$ cat src/rtl/qd_pkg.sv
package qd_pkg;

  // which merge rule produced a node's flag, highest priority first
  typedef enum logic [2:0] {
    MC_NONE,
    MC_INNER,
    MC_SIDE,
    MC_STACK,
    MC_DIAG
  } mcase_e;

  // quadrant order inside a merge node; the witness priority depends on it
  localparam int unsigned Q_LL = 0;
  localparam int unsigned Q_LR = 1;
  localparam int unsigned Q_UL = 2;
  localparam int unsigned Q_UR = 3;

  // flags (has_a, has_b, found) plus six points of two coordinates each
  function automatic int unsigned sum_width(input int unsigned cw);
    return 3 + 12 * cw;
  endfunction

  // first node index of tree level lvl when all levels are packed together
  function automatic int unsigned level_base(input int unsigned k, input int unsigned lvl);
    int unsigned acc;
    acc = 0;
    for (int unsigned m = 0; m < lvl; m++) begin
      acc += 1 << (2 * (k - m));
    end
    return acc;
  endfunction

endpackage

$ cat src/rtl/qd_leaf.sv
module qd_leaf
  import qd_pkg::*;
#(
  parameter int CW = 3,
  parameter int X  = 0,
  parameter int Y  = 0
) (
  input  logic                      a_i,
  input  logic                      b_i,
  output logic [sum_width(CW)-1:0]  sum_o
);

  typedef struct packed {
    logic [CW-1:0] x;
    logic [CW-1:0] y;
  } pt_t;

  typedef struct packed {
    logic has_a;
    logic has_b;
    logic found;
    pt_t  a_left;
    pt_t  a_low;
    pt_t  b_right;
    pt_t  b_high;
    pt_t  wit_i;
    pt_t  wit_j;
  } sum_t;

  pt_t  here;
  sum_t s;

  assign here.x = CW'(X);
  assign here.y = CW'(Y);

  // a single cell can never hold a pair: both comparisons are strict
  always_comb begin
    s.has_a   = a_i;
    s.has_b   = b_i;
    s.found   = 1'b0;
    s.a_left  = here;
    s.a_low   = here;
    s.b_right = here;
    s.b_high  = here;
    s.wit_i   = here;
    s.wit_j   = here;
  end

  assign sum_o = s;

endmodule

$ cat src/rtl/qd_merge.sv
module qd_merge
  import qd_pkg::*;
#(
  parameter int CW = 3
) (
  input  logic [4*sum_width(CW)-1:0] kids_i,
  output logic [sum_width(CW)-1:0]   sum_o
);

  localparam int SW = sum_width(CW);

  typedef struct packed {
    logic [CW-1:0] x;
    logic [CW-1:0] y;
  } pt_t;

  typedef struct packed {
    logic has_a;
    logic has_b;
    logic found;
    pt_t  a_left;
    pt_t  a_low;
    pt_t  b_right;
    pt_t  b_high;
    pt_t  wit_i;
    pt_t  wit_j;
  } sum_t;

  sum_t   k [4];
  sum_t   s;
  mcase_e mcase;

  for (genvar q = 0; q < 4; q++) begin : g_unpack
    assign k[q] = kids_i[q*SW +: SW];
  end

  // cross-quadrant events, named so they can be probed
  logic side_bot, side_top, stack_left, stack_right, diag_hit, inner_hit;

  // side by side: columns already apart, so only the rows decide
  assign side_bot    = k[Q_LL].has_a && k[Q_LR].has_b &&
                       (k[Q_LL].a_low.y < k[Q_LR].b_high.y);
  assign side_top    = k[Q_UL].has_a && k[Q_UR].has_b &&
                       (k[Q_UL].a_low.y < k[Q_UR].b_high.y);
  // stacked: rows already apart, so only the columns decide
  assign stack_left  = k[Q_LL].has_a && k[Q_UL].has_b &&
                       (k[Q_LL].a_left.x < k[Q_UL].b_right.x);
  assign stack_right = k[Q_LR].has_a && k[Q_UR].has_b &&
                       (k[Q_LR].a_left.x < k[Q_UR].b_right.x);
  // diagonal: any a below-left with any b above-right
  assign diag_hit    = k[Q_LL].has_a && k[Q_UR].has_b;
  assign inner_hit   = k[Q_LL].found || k[Q_LR].found ||
                       k[Q_UL].found || k[Q_UR].found;

  always_comb begin
    logic seen_a;
    logic seen_b;
    pt_t  wi;
    pt_t  wj;

    s      = '0;
    seen_a = 1'b0;
    seen_b = 1'b0;

    // extremes: only quadrants that hold the feature may take part
    for (int q = 0; q < 4; q++) begin
      if (k[q].has_a) begin
        if (!seen_a || (k[q].a_left.x < s.a_left.x)) s.a_left = k[q].a_left;
        if (!seen_a || (k[q].a_low.y  < s.a_low.y))  s.a_low  = k[q].a_low;
        seen_a = 1'b1;
      end
      if (k[q].has_b) begin
        if (!seen_b || (k[q].b_right.x > s.b_right.x)) s.b_right = k[q].b_right;
        if (!seen_b || (k[q].b_high.y  > s.b_high.y))  s.b_high  = k[q].b_high;
        seen_b = 1'b1;
      end
    end
    s.has_a = seen_a;
    s.has_b = seen_b;

    // witness selection in fixed priority
    wi    = '0;
    wj    = '0;
    mcase = MC_NONE;
    if (inner_hit) begin
      mcase = MC_INNER;
      for (int q = 3; q >= 0; q--) begin
        if (k[q].found) begin
          wi = k[q].wit_i;
          wj = k[q].wit_j;
        end
      end
    end else if (side_bot) begin
      mcase = MC_SIDE;
      wi    = k[Q_LL].a_low;
      wj    = k[Q_LR].b_high;
    end else if (side_top) begin
      mcase = MC_SIDE;
      wi    = k[Q_UL].a_low;
      wj    = k[Q_UR].b_high;
    end else if (stack_left) begin
      mcase = MC_STACK;
      wi    = k[Q_LL].a_left;
      wj    = k[Q_UL].b_right;
    end else if (stack_right) begin
      mcase = MC_STACK;
      wi    = k[Q_LR].a_left;
      wj    = k[Q_UR].b_right;
    end else if (diag_hit) begin
      mcase = MC_DIAG;
      wi    = k[Q_LL].a_left;
      wj    = k[Q_UR].b_right;
    end
    s.found = (mcase != MC_NONE);
    s.wit_i = wi;
    s.wit_j = wj;
  end

  assign sum_o = s;

endmodule

$ cat src/rtl/qd_level.sv
module qd_level
  import qd_pkg::*;
#(
  parameter int CW       = 3,
  parameter int SIDE_OUT = 4
) (
  input  logic                                          clk,
  input  logic                                          rst_n,
  input  logic                                          vld_i,
  input  logic [4*SIDE_OUT*SIDE_OUT*sum_width(CW)-1:0]  kids_i,
  output logic                                          vld_o,
  output logic [SIDE_OUT*SIDE_OUT*sum_width(CW)-1:0]    nodes_o
);

  localparam int SW      = sum_width(CW);
  localparam int SIDE_IN = 2 * SIDE_OUT;
  localparam int NODES   = SIDE_OUT * SIDE_OUT;

  typedef struct packed {
    logic [CW-1:0] x;
    logic [CW-1:0] y;
  } pt_t;

  typedef struct packed {
    logic has_a;
    logic has_b;
    logic found;
    pt_t  a_left;
    pt_t  a_low;
    pt_t  b_right;
    pt_t  b_high;
    pt_t  wit_i;
    pt_t  wit_j;
  } sum_t;

  always_ff @(posedge clk or negedge rst_n) begin
    if (!rst_n) vld_o <= 1'b0;
    else        vld_o <= vld_i;
  end

  for (genvar n = 0; n < NODES; n++) begin : g_node
    localparam int NX  = n % SIDE_OUT;
    localparam int NY  = n / SIDE_OUT;
    localparam int ILL = (2*NY) * SIDE_IN + 2*NX;
    localparam int ILR = ILL + 1;
    localparam int IUL = ILL + SIDE_IN;
    localparam int IUR = ILL + SIDE_IN + 1;

    logic [SW-1:0] merged;
    sum_t          node_q;

    qd_merge #(.CW(CW)) u_merge (
      .kids_i ({kids_i[IUR*SW +: SW], kids_i[IUL*SW +: SW],
                kids_i[ILR*SW +: SW], kids_i[ILL*SW +: SW]}),
      .sum_o  (merged)
    );

    always_ff @(posedge clk or negedge rst_n) begin
      if (!rst_n)     node_q <= '0;
      else if (vld_i) node_q <= merged;
    end

    assign nodes_o[n*SW +: SW] = node_q;

    AST_FOUND_NEEDS_BOTH: assert property (@(posedge clk) disable iff (!rst_n)
      node_q.found |-> (node_q.has_a && node_q.has_b));
    AST_WITNESS_STRICT: assert property (@(posedge clk) disable iff (!rst_n)
      node_q.found |-> ((node_q.wit_i.x < node_q.wit_j.x) &&
                        (node_q.wit_i.y < node_q.wit_j.y)));
    AST_A_EXTREMES_AGREE: assert property (@(posedge clk) disable iff (!rst_n)
      node_q.has_a |-> ((node_q.a_left.x <= node_q.a_low.x) &&
                        (node_q.a_low.y <= node_q.a_left.y)));
    AST_B_EXTREMES_AGREE: assert property (@(posedge clk) disable iff (!rst_n)
      node_q.has_b |-> ((node_q.b_right.x >= node_q.b_high.x) &&
                        (node_q.b_high.y >= node_q.b_right.y)));
  end

endmodule

$ cat src/rtl/quadtree_pair_detector.sv
module quadtree_pair_detector
  import qd_pkg::*;
#(
  parameter int K = 3
) (
  input  logic                     clk,
  input  logic                     rst_n,
  input  logic                     in_valid,
  input  logic [(1<<K)*(1<<K)-1:0] a_map,
  input  logic [(1<<K)*(1<<K)-1:0] b_map,
  output logic                     out_valid,
  output logic                     found,
  output logic [K-1:0]             i_x,
  output logic [K-1:0]             i_y,
  output logic [K-1:0]             j_x,
  output logic [K-1:0]             j_y
);

  localparam int N     = 1 << K;
  localparam int CW    = K;
  localparam int SW    = sum_width(CW);
  localparam int TOTAL = level_base(K, K + 1);
  localparam int ROOT  = level_base(K, K);

  typedef struct packed {
    logic [CW-1:0] x;
    logic [CW-1:0] y;
  } pt_t;

  typedef struct packed {
    logic has_a;
    logic has_b;
    logic found;
    pt_t  a_left;
    pt_t  a_low;
    pt_t  b_right;
    pt_t  b_high;
    pt_t  wit_i;
    pt_t  wit_j;
  } sum_t;

  // every level's node summaries packed back to back, leaves first
  logic [TOTAL*SW-1:0] all_sum;
  logic [K:0]          all_vld;

  assign all_vld[0] = in_valid;

  for (genvar c = 0; c < N*N; c++) begin : g_cell
    qd_leaf #(.CW(CW), .X(c % N), .Y(c / N)) u_leaf (
      .a_i   (a_map[c]),
      .b_i   (b_map[c]),
      .sum_o (all_sum[c*SW +: SW])
    );
  end

  for (genvar L = 1; L <= K; L++) begin : g_lvl
    localparam int SIDE = N >> L;
    localparam int BIN  = level_base(K, L - 1);
    localparam int BOUT = level_base(K, L);

    qd_level #(.CW(CW), .SIDE_OUT(SIDE)) u_level (
      .clk     (clk),
      .rst_n   (rst_n),
      .vld_i   (all_vld[L-1]),
      .kids_i  (all_sum[BIN*SW +: 4*SIDE*SIDE*SW]),
      .vld_o   (all_vld[L]),
      .nodes_o (all_sum[BOUT*SW +: SIDE*SIDE*SW])
    );
  end

  sum_t root;
  assign root      = all_sum[ROOT*SW +: SW];
  assign out_valid = all_vld[K];
  assign found     = root.found;
  assign i_x       = root.wit_i.x;
  assign i_y       = root.wit_i.y;
  assign j_x       = root.wit_j.x;
  assign j_y       = root.wit_j.y;

  AST_WITNESS_WITHIN_EXTREMES: assert property (@(posedge clk) disable iff (!rst_n)
    (out_valid && found) |-> ((root.a_left.x <= i_x) && (root.a_low.y <= i_y) &&
                              (root.b_right.x >= j_x) && (root.b_high.y >= j_y)));

endmodule

$ cat config.mk
export PLATFORM = sky130hd
export DESIGN_NAME = quadtree_pair_detector
export DESIGN_NICKNAME = d
export VERILOG_FILES = /design/src/rtl/qd_pkg.sv /design/src/rtl/qd_leaf.sv /design/src/rtl/qd_merge.sv /design/src/rtl/qd_level.sv /design/src/rtl/quadtree_pair_detector.sv
export SDC_FILE = /design/constraint.sdc
export NUM_CORES = 1
export LEC_CHECK = 0
export BUFFER_PORTS_ARGS = -buffer_cell sky130_fd_sc_hd__clkbuf_2
export CAP_MARGIN = 30
export CORE_MARGIN = 10
export CORE_UTILIZATION = 60
export DETAILED_ROUTE_END_ITERATION = 8
export PLACE_DENSITY = 0.89
export SLEW_MARGIN = 20
export SYNTH_ARGS = -nofsm -noshare
export SYNTH_HDL_FRONTEND = slang
export SYNTH_SLANG_ARGS = --single-unit
$ cat constraint.sdc
create_clock -name clk -period 5.6 [get_ports clk]
set_clock_uncertainty 0.1 [all_clocks]
set_input_delay 0.84 -clock clk [delete_from_list [all_inputs] [get_ports clk]]
set_output_delay 0.84 -clock clk [all_outputs]
set_load 0.03 [all_outputs]
Yosys cells after proc, flatten, opt, wreduce, memory -nomap -nowiden
Index checks and enable logic that the tools add are counted.

cells by class
  shifts and indexed selects = 0
  mux-type cells = 675
  order comparisons = 230
  add/sub/neg operators = 0
  eq/ne operators = 0
  reduce and logical (&&, ||, !) cells = 414
  div/mod/pow operators = 0
  multipliers = 0
  bitwise gates (word level) = 0

operators by type and width
  operator                                                                      number
  6-bit 2-to-1 mux                                                              330
  12-bit 2-to-1 mux                                                             124
  1-bit logical OR                                                              225
  3-bit > comparator (first input constant)                                     48
  1-bit 2-to-1 mux                                                              144
  3-bit 2-to-1 mux                                                              48
  3-bit less-than comparator (first input constant)                             41
  3-bit less-than comparator                                                    37
  1-bit logical NOT                                                             107
  11-bit 2-to-1 mux                                                             8
  2-bit by 3-bit less-than comparator with 1-bit output (first input constant)  24
  2-bit by 3-bit > comparator with 1-bit output (first input constant)          23
  3-bit nonzero test                                                            21
  1-bit logical AND                                                             61
  1-bit by 3-bit less-than comparator with 1-bit output (first input constant)  19
  3-bit > comparator                                                            17
  1-bit by 3-bit > comparator with 1-bit output (first input constant)          15
  5-bit 2-to-1 mux                                                              8
  9-bit 2-to-1 mux                                                              4
  4-bit 2-to-1 mux                                                              5
  8-bit 2-to-1 mux                                                              2
  10-bit 2-to-1 mux                                                             1
  1-bit by 3-bit > comparator with 1-bit output (both inputs constant)          3
  1-bit by 3-bit less-than comparator with 1-bit output (both inputs constant)  3
  2-bit 2-to-1 mux                                                              1

word-level totals
  memories = 0
  latch bits = 0
  register bits = 684
  bits in read-only memories = 0
  memory bits (writable) = 0

Longest topological paths before layout
Gate-level depths: netlist of run 1.

  depth in word-level cells = 13
  gate-level depth with buffers = 21
  depth with buffers taken out = 20

By module
Synthesis of run 1 repeated with hierarchy kept, for this count alone.

second synthesis, totals
  cells, all modules = 12840
  area total of the unflattened synthesis = 108604.2 um^2

modules (own cells, without submodules)
  module                                               cells each  area each (um^2)  times used
  qd_merge at g_lvl[1].u_level.g_node[13].u_merge ...  402         2790.2            10
  qd_level at g_lvl[1].u_level                         1318        23127.2           1
  qd_leaf at g_cell[10].u_leaf ...                     41          300.3             63
  qd_merge at g_lvl[1].u_level.g_node[0].u_merge ...   410         2816.5            4
  qd_merge at g_lvl[2].u_level.g_node[0].u_merge ...   404         2819.0            3
  qd_level at g_lvl[2].u_level                         330         5870.6            1
  qd_merge at g_lvl[2].u_level.g_node[1].u_merge       405         2821.5            1
  qd_merge at g_lvl[1].u_level.g_node[12].u_merge      402         2815.2            1
  qd_merge at g_lvl[2].u_level.g_node[2].u_merge       404         2806.4            1
  qd_merge at g_lvl[1].u_level.g_node[9].u_merge       403         2805.2            1
  qd_level at g_lvl[3].u_level                         83          1519.0            1
  qd_leaf at g_cell[0].u_leaf                          40          296.5             1

Worst setup path before layout of run 1
OpenSTA, ideal clock, no wires.

  kind = flip-flop to flip-flop
  from = register g_lvl[1].u_level.g_node[10].node_q (netlist bit g_lvl[1].u_level.nodes_o[427])
  to = register g_lvl[2].u_level.g_node[3].node_q (netlist bit g_lvl[2].u_level.nodes_o[131])
  path buffers = 1
  slack = 1376 ps
  cell stages (with the launch flop) = 21
  arrival = 3993 ps
  cells stage by stage = dfrtp_1 > clkbuf_1 > nand2_1 > ha_1 > nor2b_1 > o21ai_0 > a21oi_1 > mux2_2 > ha_1 > nor2_1 > a22oi_1 > o21ai_1 > or2_2 > ha_1 > nor2b_1 > o21ai_0 > a32oi_1 > o21a_1 > and2_1 > o21ai_0 > o21ai_0

on the way
  longest elaborated chain between the ends = 13
  elaborated cells between the ends (all ways) = 19
  classes of those cells = order compare (3); mux (10); reduce/logical (6)

ends and longest elaborated chain
  what                                                            RTL line        RTL
  from (decl)                                                     qd_level.sv:50  sum_t node_q;
  from (signal assigned)                                          qd_level.sv:60  else if (vld_i) node_q <= merged;
  12-bit 2-to-1 mux / 1-bit 2-to-1 mux (equally long branches)    qd_merge.sv:72  if (k[q].has_b) begin
  3-bit > comparator / 1-bit logical NOT (equally long branches)  qd_merge.sv:74  if (!seen_b || (k[q].b_high.y > s.b_high.y)) s.b_high = k[q].b_high;
  1-bit logical OR                                                qd_merge.sv:74
  6-bit 2-to-1 mux                                                qd_merge.sv:74
  12-bit 2-to-1 mux                                               qd_merge.sv:72
  3-bit > comparator                                              qd_merge.sv:74
  1-bit logical OR                                                qd_merge.sv:74
  6-bit 2-to-1 mux                                                qd_merge.sv:74
  12-bit 2-to-1 mux                                               qd_merge.sv:72
  3-bit > comparator                                              qd_merge.sv:74
  1-bit logical OR                                                qd_merge.sv:74
  6-bit 2-to-1 mux                                                qd_merge.sv:74
  12-bit 2-to-1 mux (*)                                           qd_merge.sv:72
  to (signal assigned)                                            qd_level.sv:60
  to (decl)                                                       qd_level.sv:50

Mark *: on every way between the ends. The rest lies on a longest branch, timed or not.
A chain may end at the register's enable or synchronous reset.

Worst setup path after layout of run 1
Same ends and word-level chain as after synthesis.

==> metrics, run 1 <==
placer congestion estimate 0.9809; most common cell after layout, fill and taps aside dfrtp_1; first-pass GRT wire length 66630 microns; Die Ht 181.1 microns; Post-DRT Antenna Nets 0; total gr overflow 0; final core occ 68.40%; vias in the first global route 13320; I/O pins 145; initial antenna violation count 0; Tot Pwr 0.005559 W; Tot GR Track Use 23.90%; routed vias/inst 6.202; buffers added on ports 138; sequential cell area fraction in the yosys report 45.45%; largest net degree at the start of global routing 135; total area of sequential cells 0.007086 sq mm; Root Buffer clkbuf_16; clk sink count 283; Synth Flop Type dfrtp_1; drt pass-1 iters 6; DPL Wire Length 29990 microns; CTS buffer count 29; CP endpoint kind flop; H-Tree Depth 1; syn nets 1929; crit path DAT 4.86 ns; DP Worst Slack 1.039 ns; Async SR Flop Fraction 100.0%; Peak VDD IR 279.6 uV; total wire length 40700 microns; Synth cell types 70; RSZ-0062 raised after global routing no; PD cells 320.0 mW/mm^2; Slew Limit Fails 0; Clock transition at path regs 0.06 ns; area of the core 0.02540 sq mm; worst-skew pair later-pin latency 0.56 ns; FP Rows 58; postcts setup bufs 0; Final #Nets 2021; kind of critical path flop to flop; CP max FO 11; fin worst setup slack 1.037 ns; CTS max path bufs 3; Final min period 4.563 ns; Final Setup Violations 0; share of cells above drive strength 1 14.45%; Mean Syn Cell Area 8.913 sq um; Hold Path Class primary input to asynchronous set/reset pin; yosys warns 0; final hold vios 0; Syn Inst Count 1748; Rel. slew slack 43.29%; commonest cells after routing, fill and taps aside dfrtp_1, nor2_1, a21oi_1, inv_1, clkbuf_2; Slew @ Worst Pin 0.8506 ns; Lkg Pwr 7.799 nW; via total after detailed routing 13590; outcome finished, final reports clean; setup tns final 0 ns; initial core utilization 61.34%; nature of the critical path startpoint flop; CTS tree done; mean routed wirelength per cell 18.57 microns; Post-route DRC 0; fill cell count 1974; ANT cells 0; max cap viols 0; f_max 219.1 MHz; Die W 181.1 microns; required time worst endpoint 5.90 ns; Post-synth EDFFs 0; hold_buf cts 0; final cycle utilization of the critical path 81.49%; area of the multi-input gates 0.007556 sq mm; area grow syn2layout 11.52%; Yosys reg bits 283; DR iter-0 viols 1474; cell area after synthesis 0.01558 sq mm; CTS resizes 0; Die Area 0.03281 sq mm
metrics by stage:
step / instance area, sq um / hold slack [ns] / instances
floorplan: 15580 / 0.2519 / 1748
global placement: 16410 / 0.3610 / 2138
detailed placement: 16410 / 0.3788 / 2139
CTS: 17370 / 0.2390 / 2191
global route: 17370 / 0.2856 / 2191
finish: 17370 / 0.1704 / 2191
critical path: stages, from the launching register on:
cell and delay (ns):
dfrtp_1 0.52, nand2_1 0.13, ha_1 0.31, nor2b_1 0.12
o21ai_0 0.08, a21oi_1 0.34, mux2_2 0.44, ha_1 0.29
nor2_1 0.09, a22oi_1 0.07, o21ai_1 0.39, mux2_2 0.41
ha_1 0.18, nor2b_1 0.10, o21ai_0 0.08, a32oi_1 0.16
o21a_1 0.27, a211oi_1 0.09, o21ai_0 0.15, o21ai_0 0.09
final cells by class:
cell class                 instances  area share, %
sequential                       283          40.78
tap                              330          2.376
clock inverter                    10         0.5905
clock buffer                      42          4.919
inverter                         146          3.154
timing repair buffer             149          4.688
multi-input combinational       1231          43.49
where the power goes:
group          total (W)  switching [W]  leakage, nW  internal, W
clock network    0.00194       0.000799        0.477      0.00114
logic            0.00114       0.000681         4.16     0.000460
registers        0.00248       0.000221         3.17      0.00226
sequential cells by signal, indices dropped and copies added, names as in the netlist:
name	cells
g_lvl.u_level.nodes_o	280
g_lvl.u_level.vld_o	3
path summary, 6_finish.rpt:
check,startpoint,end,slack (ns),cells past startpoint
setup / recovery,g_lvl[1].u_level.nodes_o[427],g_lvl[2].u_level.nodes_o[131],1.04,19
hold / removal,rst_n,g_lvl[1].u_level.nodes_o[195],0.17,1
min in group clk,g_lvl[3].u_level.nodes_o[3],g_lvl[3].u_level.nodes_o[3],0.39,1
hold reg to reg,g_lvl[3].u_level.nodes_o[3],g_lvl[3].u_level.nodes_o[3],0.39,1
setup reg to reg,g_lvl[1].u_level.nodes_o[427],g_lvl[2].u_level.nodes_o[131],1.04,19
max in group asynchronous,rst_n,g_lvl[1].u_level.nodes_o[444],4.02,2
cell families (layout without fill, tap and decap cells):
logic type	count (synthesis)	in the layout	share of synthesized area [%]
and+or+nand+nor	570	570	16.69
AOI/OAI and AO/OA	532	532	22.17
DFF	283	283	45.45
buffers and inverters	234	347	6.079
muxes	79	79	5.597
adders and majority gates	50	50	4.015
layer usage:
layer | wire length [microns] | GRT usage [%] | share of wire, %
met1 | 17450 | 32.84 | 43
met2 | 19210 | 38.20 | 47
met3 | 3131 | 4.336 | 7.7
met4 | 901 | 6.150 | 2.2
met5 | 0 | 0 | 0
cell usage after synthesis (10+ instances only):
cell type    n  area share [%]
dfrtp_1    283              45
nor2_1     252             6.1
a21oi_1    155             5.0
inv_1      144             3.5
o21ai_0    112             3.6
nand2_1    106             2.6
o21a_1      62             3.0
clkbuf_1    61             1.5
nand3_1     60             1.9
mux2_2      53             3.8
ha_1        50             4.0
nor3_1      36             1.2
nand2b_1    34             1.4
a31oi_1     26             1.0
o22ai_1     25             1.0
mux2i_1     23             1.5
a211oi_1    17            0.82
nor2b_1     16            0.64
o211ai_1    15            0.72
buf_4       14            0.67
a22oi_1     12            0.58
a221oi_1    11            0.62
and3_1      10            0.40
o2bb2ai_1   10            0.56
(Power assumes the default switching activity.)
==> run 2, diff against run 1 <==
clock period = 4.5 ns   (was 5.6 ns; I/O delays follow)
==> run 2 against run 1 <==
The run now ends with DRC left; worst hold slack worse by 0.13 ns; sequential power increased by 25%; die area stayed put; global-route usage increased by 0.21 points; critical path type unchanged; critical endpoint is now g_lvl[2].u_level.nodes_o[140]; largest cell class unchanged.
==> metrics, run 2 (synthesized netlist as in run 1, its figures left out) <==
outcome complete, but fails checks (was finished, final reports clean); failing checks DRC; drt pass-1 iters 8 (was 6); nature of the critical path startpoint flop (unchanged); CP max FO 8 (was 11); Die W 181.1 microns (unchanged); Tot Pwr 0.006948 W (was 0.005559 W); slowest cell on the critical path dfrtp_1 (unchanged); CP peak stage delay 0.41 ns (was 0.52 ns); crit path DAT 4.63 ns (was 4.86 ns); Post-route DRC 1 (was 0); Clock transition at path regs 0.06 ns (about the same); H-Tree Depth 1 (unchanged); buffers added on ports 138 (unchanged); buffers and inverters on the worst path 4 (was 0); PD cells 398.6 mW/mm^2 (was 320.0 mW/mm^2); share of cells above drive strength 1 14.85% (was 14.45%); mean routed wirelength per cell 18.77 microns (was 18.57 microns); area of the core 0.02540 sq mm (unchanged); commonest cells after routing, fill and taps aside dfrtp_1, nor2_1, a21oi_1, inv_1, clkbuf_2 (unchanged); kind of critical path flop to flop (unchanged); Final #Nets 2028 (was 2021); ANT cells 0 (unchanged); Min Hold Slack 0.03547 ns (was 0.1704 ns); clk sink count 283 (unchanged); fill cell count 1942 (was 1974); Hold Path Class primary input to asynchronous set/reset pin (unchanged); required time worst endpoint 4.80 ns (was 5.90 ns); worst-skew pair later-pin latency 0.55 ns (was 0.56 ns); Tot GR Track Use 24.11% (was 23.90%); CP top delay family compound AO/OA/AOI/OAI gates (unchanged); DR iter-0 viols 1565 (was 1474); M2 GR Usage 39.53% (was 38.20%); Root Buffer clkbuf_16 (unchanged); Post-DRT Antenna Nets 0 (unchanged); DPL Wire Length 30000 microns (was 29990 microns); Rel. slew slack 42.83% (was 43.29%); initial core utilization 61.34% (unchanged); Die Ht 181.1 microns (unchanged); Peak VDD IR 277.7 uV (was 279.6 uV); Final min period 4.335 ns (was 4.563 ns); CTS tree done (unchanged); M1 GR Usage 32.98% (was 32.84%); most common cell after layout, fill and taps aside dfrtp_1 (unchanged); max cap viols 0 (unchanged); area grow syn2layout 11.88% (was 11.52%); busiest grt layer met2 (unchanged); met3 GRT Util 3.656% (was 4.336%); total wire length 41200 microns (was 40700 microns); Slew Limit Fails 0 (unchanged); Final Setup Violations 0 (unchanged); total gr overflow 0 (unchanged); RSZ-0062 raised after global routing yes (was no); CP endpoint kind flop (unchanged); final hold vios 0 (unchanged); f_max 230.7 MHz (was 219.1 MHz); CTS buffer count 29 (unchanged); largest net degree at the start of global routing 116 (was 135); vias in the first global route 13410 (was 13320); via total after detailed routing 13590 (unchanged); Slew @ Worst Pin 0.8575 ns (was 0.8506 ns); FP Rows 58 (unchanged); Lkg Pwr 7.828 nW (was 7.799 nW); first-pass GRT wire length 67210 microns (was 66630 microns); I/O pins 145 (unchanged); critical-path cell list buf_4 > and2_1 > ha_1 > nand2b_1 > a31o_4 > o21ai_0 > ha_1 > inv_1 > a311o_1 > and3_1 > or2_2 > ha_1 > a21o_1 > a21oi_1 > a31oi_1 > o21ai_2 > buf_4 > buf_4 > a31oi_1 (was nand2_1 > ha_1 > nor2b_1 > o21ai_0 > a21oi_1 > mux2_2 > ha_1 > nor2_1 > a22oi_1 > o21ai_1 > mux2_2 > ha_1 > nor2b_1 > o21ai_0 > a32oi_1 > o21a_1 > a211oi_1 > o21ai_0 > o21ai_0); CTS max path bufs 3 (unchanged); routed vias/inst 6.190 (was 6.202); final cycle utilization of the critical path 96.34% (was 81.49%); max FFs per register 280 (unchanged); initial antenna violation count 0 (unchanged); placer congestion estimate 0.9651 (was 0.9809); Die Area 0.03281 sq mm (unchanged)
==> run 2: through the flow <==
| step | area (sq um) | TNS, ns | std cells | utilization, % | worst slack (ns) |
|---|---|---|---|---|---|
| 5_1_grt | 17430 | -0.08399 | 2195 | 68.63 | -0.04315 |
| 3_3_place_gp | 16440 | 0 | 2142 | 64.71 | 0.2542 |
| 3_5_place_dp | 16440 | 0 | 2142 | 64.71 | 0.07778 |
| 6_report | 17430 | 0 | 2195 | 68.63 | 0.1648 |
| 4_1_cts | 17380 | 0 | 2191 | 68.42 | 0.01909 |
| 2_1_floorplan | 15580 | 0 | 1748 | - | 0.2759 |
==> run 2: path summary, 6_finish.rpt <==
kind	end	slack [ns]	startpoint	depth (start not counted)
max reg2reg	g_lvl[2].u_level.nodes_o[140]	0.16	g_lvl[1].u_level.nodes_o[427]	19
min in group clk	g_lvl[1].u_level.nodes_o[36]	0.26	b_map[9]	3
min reg2reg	g_lvl[1].u_level.nodes_o[584]	0.38	g_lvl[1].u_level.nodes_o[584]	1
max	g_lvl[2].u_level.nodes_o[140]	0.16	g_lvl[1].u_level.nodes_o[427]	19
min	g_lvl[1].u_level.nodes_o[186]	0.04	rst_n	1
max in group asynchronous	g_lvl[1].u_level.nodes_o[407]	3.14	rst_n	2
==> run 2: cell type report <==
type	count	area (sq um)	share of cell area, %
Clock buffer	40	817.0	4.687
Clock inverter	9	123.9	0.7106
Inverter	146	548.0	3.144
Multi-Input combinational cell	1231	7574	43.45
Sequential cell	283	7086	40.65
Tap cell	330	412.9	2.369
Timing Repair Buffer	156	869.6	4.989
==> run 2: what timing repair did <==
| action | in CTS | in global routing |
|---|---|---|
| buffers inserted | 0 | 4 |
| gates resized for setup | 0 | 5 |
| hold buffers | 0 | 0 |
| setup endpoints to repair | 0 | 7 |
==> run 2: per-layer routing <==
layer	wire (microns)	vias up
met4	830	0
met2	19550	546
met1	17890	6571
met5	0	-
met3	2933	78
li1	-	6393
==> run 2: report_power, final <==
| part | leakage (nW) | internal, W | total, W | switching, W |
|---|---|---|---|---|
| clock network | 0.467 | 0.00143 | 0.00241 | 0.000987 |
| registers | 3.17 | 0.00281 | 0.00309 | 0.000279 |
| logic | 4.19 | 0.000592 | 0.00145 | 0.000857 |
==> run 3, diff against run 2 <==
==> constraint.sdc (replaced) <==
create_clock -name clk -period 4.5 [get_ports clk]
set_clock_uncertainty 0.1 [all_clocks]
set_input_delay 0.9 -clock clk [delete_from_list [all_inputs] [get_ports clk]]
set_output_delay 0.9 -clock clk [all_outputs]
set_load 0.03 [all_outputs]
==> run 3 against run 2 <==
The run now ends clean; combinational power barely moved; power up 1.3%; register-to-register slack better by 0.05 ns; die area unchanged.
==> metrics, run 3 (synthesized netlist as in run 1, its figures left out) <==
Tot GR Track Use 24.08% (was 24.11%); hold_buf cts 0 (unchanged); vias in the first global route 13440 (was 13410); max cap viols 0 (unchanged); Post-route DRC 0 (was 1); CP max FO 9 (was 8); via total after detailed routing 13610 (was 13590); Hold Path Class primary input to asynchronous set/reset pin (unchanged); Clock transition at path regs 0.06 ns (about the same); DR iter-0 viols 1513 (was 1565); CTS max path bufs 3 (unchanged); register-to-register setup slack 0.21 ns (was 0.16 ns); CTS tree done (unchanged); FP Rows 58 (unchanged); commonest cells after routing, fill and taps aside dfrtp_1, nor2_1, a21oi_1, inv_1, clkbuf_2 (unchanged); drt pass-1 iters 6 (was 8); crit path DAT 4.60 ns (was 4.63 ns); initial antenna violation count 0 (unchanged); Final #Nets 2030 (was 2028); ANT cells 0 (unchanged); R2R cell count 18 (was 19); PD cells 401.7 mW/mm^2 (was 398.6 mW/mm^2); Reg-to-Reg Start g_lvl[1].u_level.nodes_o[427] (unchanged); CP endpoint kind flop (unchanged); RR Endpoint g_lvl[2].u_level.nodes_o[135] (was g_lvl[2].u_level.nodes_o[140]); placer congestion estimate 0.9809 (was 0.9651); f_max 233.1 MHz (was 230.7 MHz); most common cell after layout, fill and taps aside dfrtp_1 (unchanged); first-pass GRT wire length 66980 microns (was 67210 microns); Rel. slew slack 39.90% (was 42.83%); Min Hold Slack 0.2283 ns (was 0.03547 ns); buffers added on ports 138 (unchanged); Post-DRT Antenna Nets 0 (unchanged); clk sink count 283 (unchanged); area grow syn2layout 12.42% (was 11.88%); setup tns final 0 ns (unchanged); area of the core 0.02540 sq mm (unchanged); share of cells above drive strength 1 15.17% (was 14.85%); Slew Limit Fails 0 (unchanged); worst-skew pair later-pin latency 0.57 ns (was 0.55 ns); Root Buffer clkbuf_16 (unchanged); final hold vios 0 (unchanged); total wire length 40610 microns (was 41200 microns); Slew @ Worst Pin 0.9015 ns (was 0.8575 ns); Final min period 4.290 ns (was 4.335 ns); kind of critical path flop to flop (unchanged); largest net degree at the start of global routing 110 (was 116); Die Area 0.03281 sq mm (unchanged); RSZ-0062 raised after global routing no (was yes); Die Ht 181.1 microns (unchanged); Lkg Pwr 7.861 nW (was 7.828 nW); CTS buffer count 29 (unchanged); total gr overflow 0 (unchanged); Die W 181.1 microns (unchanged); DPL Wire Length 30000 microns (about the same); fill cell count 1893 (was 1942); I/O pins 145 (unchanged); outcome finished, final reports clean (was complete, but fails checks); required time worst endpoint 4.81 ns (was 4.80 ns); H-Tree Depth 1 (unchanged); nature of the critical path startpoint flop (unchanged); Peak VDD IR 292.6 uV (was 277.7 uV); Final Setup Violations 0 (unchanged); final cycle utilization of the critical path 95.34% (was 96.34%); mean routed wirelength per cell 18.44 microns (was 18.77 microns); routed vias/inst 6.181 (was 6.190); initial core utilization 61.34% (unchanged); max FFs per register 280 (unchanged)
[run 3: changes by cell type in the layout (fill, tap and decap cells not counted), sizes merged]
| cell | change |
|---|---|
| clkinvlp | +4 |
| clkbuf | -3 |
| clkinv | +3 |
| buf | +2 |
| bufinv | +1 |
[run 3: final cells by class]
| class | instances | area [sq um] | area share, % |
|---|---|---|---|
| multi-input combinational | 1231 | 7560 | 43.16 |
| sequential | 283 | 7086 | 40.46 |
| timing repair buffer | 158 | 892.1 | 5.094 |
| clock buffer | 37 | 805.8 | 4.601 |
| inverter | 146 | 548.0 | 3.129 |
| tap | 330 | 412.9 | 2.357 |
| clock inverter | 17 | 210.2 | 1.200 |
[run 3: repair_timing]
item,in CTS,in global routing
setup buffers,0,4
gates resized for setup,0,5
endpoints found under the hold margin,0,0
endpoints found under the setup margin,0,5
[run 3: worst max path at each step]
stage	cells past startpoint	from	to
final	18	g_lvl[1].u_level.nodes_o[427]	g_lvl[2].u_level.nodes_o[135]
after global routing	18	g_lvl[1].u_level.nodes_o[427]	g_lvl[2].u_level.nodes_o[135]
after CTS	19	g_lvl[1].u_level.nodes_o[402]	g_lvl[2].u_level.nodes_o[131]
after detailed placement	19	g_lvl[1].u_level.nodes_o[402]	g_lvl[2].u_level.nodes_o[131]
after global placement	19	g_lvl[1].u_level.nodes_o[402]	g_lvl[2].u_level.nodes_o[131]
after floorplan	20	g_lvl[1].u_level.nodes_o[427]	g_lvl[2].u_level.nodes_o[131]
[run 3: critical path, stage by stage (launching register included)]
cell and delay, ns:
dfrtp_1 0.38, buf_4 0.17, and2_1 0.15, ha_1 0.17, nand2b_1 0.15, a31o_4 0.26, o21ai_0 0.25, ha_1 0.20
inv_1 0.04, a311o_1 0.30, and3_1 0.24, or2_2 0.33, ha_1 0.32, a21o_1 0.19, a21oi_1 0.14, a31oi_1 0.06
o21ai_1 0.37, mux2i_1 0.25, a21oi_1 0.09
[run 3: metrics by stage]
stage / utilization [%] / std cells / power [W] / cell area (sq um) / setup WS (ns)
2_1_floorplan: - / 1748 / 0.004029 / 15580 / 0.2759
3_3_place_gp: 64.76 / 2142 / 0.004439 / 16450 / 0.2817
3_5_place_dp: 64.78 / 2143 / 0.004504 / 16450 / 0.1323
4_1_cts: 68.78 / 2197 / 0.007020 / 17470 / 0.1261
5_1_grt: 68.96 / 2202 / 0.007360 / 17510 / 0.01696
6_report: 68.96 / 2202 / 0.007035 / 17510 / 0.2099
[run 3: routing by layer]
metal,vias to the layer above,wire (microns),global-route usage [%]
met5,-,0,0
met4,0,742,6.541
met3,72,3096,4.855
met2,527,19190,38.62
met1,6596,17580,32.56
li1,6415,-,-
[run 3: where the power goes]
| part | internal [W] | switching, W |
|---|---|---|
| combinational | 0.000583 | 0.000843 |
| clock | 0.00150 | 0.00103 |
| sequential | 0.00281 | 0.000277 |
